[src/rtl/frb_pkg.sv]
// Shared types for the flash reset / ready-busy sequencer.
package frb_pkg;
    typedef enum logic [2:0] {
        ST_READ  = 3'd0,
        ST_STBY  = 3'd1,
        ST_PROG  = 3'd2,
        ST_ERASE = 3'd3,
        ST_SUSP  = 3'd4,
        ST_RST   = 3'd5
    } frb_state_e;
endpackage

[src/rtl/frb_pulse_qual.sv]
// Reset pin qualifier: counts consecutive low samples of the reset pin and
// emits a one-cycle take pulse on the LOW_MIN-th one. The count saturates,
// so one low run gives one pulse. Assumes LOW_MIN >= 1.
module frb_pulse_qual #(
    parameter int LOW_MIN = 4
) (
    input  logic clk,
    input  logic rst_n,
    input  logic pin_n,
    output logic take
);
    localparam int PW = $clog2(LOW_MIN + 1);

    logic [PW-1:0] low_cnt;

    // Take fires combinationally on the qualifying low sample.
    assign take = !pin_n && (low_cnt == PW'(LOW_MIN - 1));

    // Count the low run; clear it on any high sample.
    always_ff @(posedge clk) begin
        if (!rst_n) begin
            low_cnt <= '0;
        end else if (pin_n) begin
            low_cnt <= '0;
        end else if (low_cnt != PW'(LOW_MIN)) begin
            low_cnt <= low_cnt + 1'b1;
        end
    end
endmodule

[src/rtl/frb_ctr.sv]
// Plain cycle counter with clear priority over increment. Assumes the
// caller never increments past the range of W bits.
module frb_ctr #(
    parameter int W = 4
) (
    input  logic         clk,
    input  logic         rst_n,
    input  logic         clr,
    input  logic         inc,
    output logic [W-1:0] cnt
);
    // Clear or advance the count.
    always_ff @(posedge clk) begin
        if (!rst_n || clr) begin
            cnt <= '0;
        end else if (inc) begin
            cnt <= cnt + 1'b1;
        end
    end
endmodule

[src/rtl/frb_seq.sv]
// Flash reset and ready/busy sequencer. Models the device mode (read,
// standby, program, erase, erase-suspended, reset), the recovery after a
// hardware reset (short from idle, long from a busy mode), a sticky abort
// flag and the open-drain busy enable. Assumes every cycle count >= 2
// except REC_SHORT >= 1, and REC_SHORT <= REC_LONG.
module frb_seq
    import frb_pkg::*;
#(
    parameter int LOW_MIN    = 4,
    parameter int REC_SHORT  = 3,
    parameter int REC_LONG   = 12,
    parameter int PGM_CYCLES = 6,
    parameter int ERS_CYCLES = 16
) (
    input  logic       clk,
    input  logic       rst_n,
    input  logic       rst_pin_n,
    input  logic       prog_req,
    input  logic       erase_req,
    input  logic       susp_req,
    input  logic       resume_req,
    input  logic       stby_req,
    input  logic       lockout,
    output logic       rb_pd_en,
    output logic       ready,
    output logic       aborted,
    output logic [2:0] st
);
    localparam int OP_MAX = (ERS_CYCLES > PGM_CYCLES) ? ERS_CYCLES : PGM_CYCLES;
    localparam int OPW    = $clog2(OP_MAX);
    localparam int RCW    = $clog2(REC_LONG);

    frb_state_e    state_q, state_d;
    logic          long_q, long_d;
    logic          abort_set;
    logic          take;
    logic          cmd_ok;
    logic          op_clr, op_inc, op_last;
    logic [OPW-1:0] op_cnt;
    logic          rec_run, rec_last;
    logic [RCW-1:0] rec_cnt;

    frb_pulse_qual #(.LOW_MIN(LOW_MIN)) u_qual (
        .clk   (clk),
        .rst_n (rst_n),
        .pin_n (rst_pin_n),
        .take  (take)
    );

    frb_ctr #(.W(OPW)) u_op_ctr (
        .clk   (clk),
        .rst_n (rst_n),
        .clr   (op_clr),
        .inc   (op_inc),
        .cnt   (op_cnt)
    );

    frb_ctr #(.W(RCW)) u_rec_ctr (
        .clk   (clk),
        .rst_n (rst_n),
        .clr   (!rec_run),
        .inc   (rec_run && !rec_last),
        .cnt   (rec_cnt)
    );

    // Commands need a released reset pin and no supply lockout.
    assign cmd_ok = rst_pin_n && !lockout;

    // Final cycle of the running program or erase.
    assign op_last = ((state_q == ST_PROG)  && (op_cnt == OPW'(PGM_CYCLES - 1))) ||
                     ((state_q == ST_ERASE) && (op_cnt == OPW'(ERS_CYCLES - 1)));

    // Recovery runs only in reset state with the pin released.
    assign rec_run  = (state_q == ST_RST) && rst_pin_n;
    assign rec_last = rec_run &&
                      (rec_cnt == (long_q ? RCW'(REC_LONG - 1) : RCW'(REC_SHORT - 1)));

    // Next-state logic; an accepted reset overrides every other event.
    always_comb begin
        state_d   = state_q;
        long_d    = long_q;
        abort_set = 1'b0;
        op_clr    = 1'b0;
        op_inc    = 1'b0;
        if (take) begin
            state_d = ST_RST;
            if (state_q != ST_RST) begin
                long_d    = (state_q == ST_PROG) || (state_q == ST_ERASE) ||
                            (state_q == ST_SUSP);
                abort_set = long_d;
            end
        end else begin
            unique case (state_q)
                ST_READ, ST_STBY: begin
                    if (cmd_ok && prog_req) begin
                        state_d = ST_PROG;
                        op_clr  = 1'b1;
                    end else if (cmd_ok && erase_req) begin
                        state_d = ST_ERASE;
                        op_clr  = 1'b1;
                    end else if ((state_q == ST_READ) && stby_req) begin
                        state_d = ST_STBY;
                    end else if ((state_q == ST_STBY) && !stby_req) begin
                        state_d = ST_READ;
                    end
                end
                ST_PROG: begin
                    if (op_last) state_d = ST_READ;
                    else         op_inc  = 1'b1;
                end
                ST_ERASE: begin
                    if (op_last) begin
                        state_d = ST_READ;
                    end else begin
                        op_inc = 1'b1;
                        if (cmd_ok && susp_req) state_d = ST_SUSP;
                    end
                end
                ST_SUSP: begin
                    if (cmd_ok && resume_req) state_d = ST_ERASE;
                end
                ST_RST: begin
                    if (rec_last) begin
                        state_d = ST_READ;
                        long_d  = 1'b0;
                    end
                end
                default: state_d = ST_READ;
            endcase
        end
    end

    // State, recovery kind and sticky abort registers.
    always_ff @(posedge clk) begin
        if (!rst_n) begin
            state_q <= ST_READ;
            long_q  <= 1'b0;
            aborted <= 1'b0;
        end else begin
            state_q <= state_d;
            long_q  <= long_d;
            if (abort_set) aborted <= 1'b1;
        end
    end

    // Outputs decoded from the registered state.
    assign rb_pd_en = (state_q == ST_PROG) || (state_q == ST_ERASE) ||
                      ((state_q == ST_RST) && long_q);
    assign ready    = (state_q == ST_READ) || (state_q == ST_STBY);
    assign st       = state_q;
endmodule

[config.mk]
export PLATFORM = sky130hd
export DESIGN_NAME = frb_seq
export DESIGN_NICKNAME = d
export VERILOG_FILES = /design/src/rtl/frb_pkg.sv /design/src/rtl/frb_pulse_qual.sv /design/src/rtl/frb_ctr.sv /design/src/rtl/frb_seq.sv
export SDC_FILE = /design/constraint.sdc
export NUM_CORES = 1
export LEC_CHECK = 0
export ABC_AREA = 1
export BUFFER_PORTS_ARGS = -buffer_cell sky130_fd_sc_hd__buf_2
export CORE_UTILIZATION = 41
export DETAILED_ROUTE_END_ITERATION = 8
export SLEW_MARGIN = 20
export SYNTH_ARGS = -nofsm -noshare
export SYNTH_HDL_FRONTEND = slang
export SYNTH_SLANG_ARGS = --single-unit
[constraint.sdc]
create_clock -name clk -period 3 [get_ports clk]
set_clock_uncertainty 0.1 [all_clocks]
set_input_delay 0.6 -clock clk [delete_from_list [all_inputs] [get_ports clk]]
set_output_delay 0.6 -clock clk [all_outputs]
set_load 0.03 [all_outputs]
==> impl_results.md <==
- Outcome: complete, no violations
- Post-CTS Setup Inserts: 0
- Syn nets: 162
- First-pass GRT wire length: about 3100 um
- TritonRoute pass-1 iters: 4
- Hold-fix buffers, CTS: 0
- Worst-path clk slew: 0.10 ns
- Max Freq: 494 MHz
- Final ANT Viol Nets: 0
- Crit path launch type: flip-flop
- Post-CTS sizing: 0
- Final WS setup: ~0.98 ns
- # port buffers: 14
- Crit-path max FO: 8
- Static Leakage: between 0.5 and 0.6 nW
- Number of global-route vias before repair: around 800
- Clk root buf: clkbuf_4
- # IOs: 15
- Final core occ: 0.503
- Vias: between 900 and 1,000
- Synth top area cells: dfxtp_1 (32%), nand2_1 (11%), inv_1 (9.8%)
- Die width: 51.3 um
- Initial DRC count: 11
- Fin crit period: approximately 2.0 ns
- Fill cell count: 243
- Row count: 17
- Total CTS buffers: 3
- H-tree Lvls: 1
- Layout cell share with drive strength beyond 1: 0.195
- Hold Vio Cnt, Final: 0
- Unrepaired setup endpoints after global routing: false
- Crit path capture type: output port
- Final wirelength: 1920 um
- Seq cells post-synth: 16
- Unique masters post-synth: 24
- Synth area leader: dfxtp_1
- HPWL Detailed: about 1500 um
- Slew Limit Fails: 0
- GRT Residual Overflow: 0
- CTS tree: done
- Area fraction of the dominant cell type after synthesis: 0.321
- Area of the core: between 0.002 and 0.0025 mm^2
- Worst Tran Pin Value: between 0.3 and 0.4 ns
- Area delta synth->final: 13.7%
- Final number of setup-violating endpoints: 0
- Crit path kind: flip-flop to output port
- Die footprint: about 0.0026 mm^2
- Total track usage: 0.161
- Setup TNS: 0 ns
- Yosys warns: 0
- Pin count of the biggest net entering global routing: 10
- CTS max path bufs: 2
- Worst skew pair latency: between 0.2 and 0.3 ns
- Hold/Removal Path Class: flip-flop to flip-flop
- Die height: 51.3 um
- DP Worst Slack: about 1.2 ns
- Critical Path RT: approximately 2.3 ns
- Post-route DRC: 0
- Pwr/cell area: about 660 mW/mm^2
- Crit path DAT: approximately 1.3 ns
- Power Total: about 0.75 mW
- Most common cell after layout, fill and taps aside: nand2_1
- Clock Sinks: 16
- Sequential share of the synthesized area: 0.321
- Cell area after synthesis: approximately 1000 um^2
- NumNets Final: 180
- Syn avg cell area: a little under 7 um^2
- Peak VDD IR: roughly 0.43 mV
- Initial antenna violation count: 0
- Commonest cells after routing, fill and taps aside: nand2_1 (29), inv_1 (26), dfxtp_1 (16)
- RePlAce Congestion: ~0.78
- Routed WL per cell: between 9 and 10 um
- Initial Utilization: 0.442
- Vias per cell: a little under 5
- ANT cells: 0
- Max-cap violations: 0
- Synthesized instance count: between 100 and 150
- Hold_ws: between 0.3 and 0.4 ns
- Final worst-path cycle share: 0.674
- Max-slew headroom: 0.793
==> worst max-delay path, cell delays in order (launching register included) <==
cell and delay, ns:
dfxtp_1 0.51, nand3_2 0.16, o21ai_0 0.15, buf_2 0.21
==> metal layers <==
layer | GRT usage | vias up | routed length (um) | share of wire
met5 | 0 | - | 0 | 0
met1 | 0.202 | 409 | 968 | 0.51
met3 | 0.0357 | 2 | 54 | 0.028
met2 | 0.257 | 13 | 879 | 0.46
met4 | 0.0811 | 0 | 13 | 0.0068
li1 | - | 506 | - | -
==> sequential cells by signal, summed over array words and instances, names as in the netlist <==
name	count
long_q	1
u_rec_ctr.cnt	4
u_op_ctr.cnt	4
aborted	1
u_qual.low_cnt	3
st	3
==> through the flow <==
| step | std cells | instance area, um^2 |
|---|---|---|
| after floorplan | 147 | 997 |
| after CTS | 192 | 1130 |
| after global routing | 192 | 1130 |
| final | 192 | 1130 |
| after detailed placement | 188 | 1100 |
| after global placement | 188 | 1100 |
==> final cells by class <==
cell class,instances,area [um^2],share of cell area
Multi-Input combinational cell,101,563,0.497
Sequential cell,16,320,0.283
Inverter,29,109,0.0960
Timing Repair Buffer,14,70.1,0.0618
Clock buffer,4,36.3,0.0320
Tap cell,28,35.0,0.0309
==> synth_stat cells (all sizes together) <==
cell / n
nand2: 32
inv: 29
nor2: 17
dfxtp: 16
nand3: 16
a21oi: 11
ha: 6
o21ai: 6
nand4: 4
xor2: 3
a211oi: 2
and3: 1
buf: 1
nor3: 1
o211ai: 1
o21a: 1
==> logic make-up after synthesis <==
kind of cell,count (synthesis),synth area share
AND/OR/NAND/NOR,71,0.348
buffers and inverters,30,0.114
AO/OA/AOI/OAI,21,0.115
flip-flops,16,0.321
adder cells (fa/ha/maj),6,0.0753
XOR/XNOR,3,0.0264
==> final timing paths <==
kind                                                     start                            to  slack, ns  cells after the start
worst max-delay path                        st[0]$_SDFFE_PN0P_                      rb_pd_en       0.98                      3
worst min-delay path                      aborted$_SDFFE_PN0P_          aborted$_SDFFE_PN0P_       0.36                      2
worst max register to register  u_qual.low_cnt[0]$_SDFFE_PP0P_  u_op_ctr.cnt[0]$_SDFFE_PP0P_       1.38                      6
worst min register to register            aborted$_SDFFE_PN0P_          aborted$_SDFFE_PN0P_       0.36                      2
==> power by group <==
part	total, mW	switching (mW)	internal [mW]
logic	0.323	0.210	0.113
clock network	0.147	0.0735	0.0739
registers	0.280	0.0424	0.237
total	0.750	0.326	0.425
No activity file was read; power rests on OpenSTA's default activity.
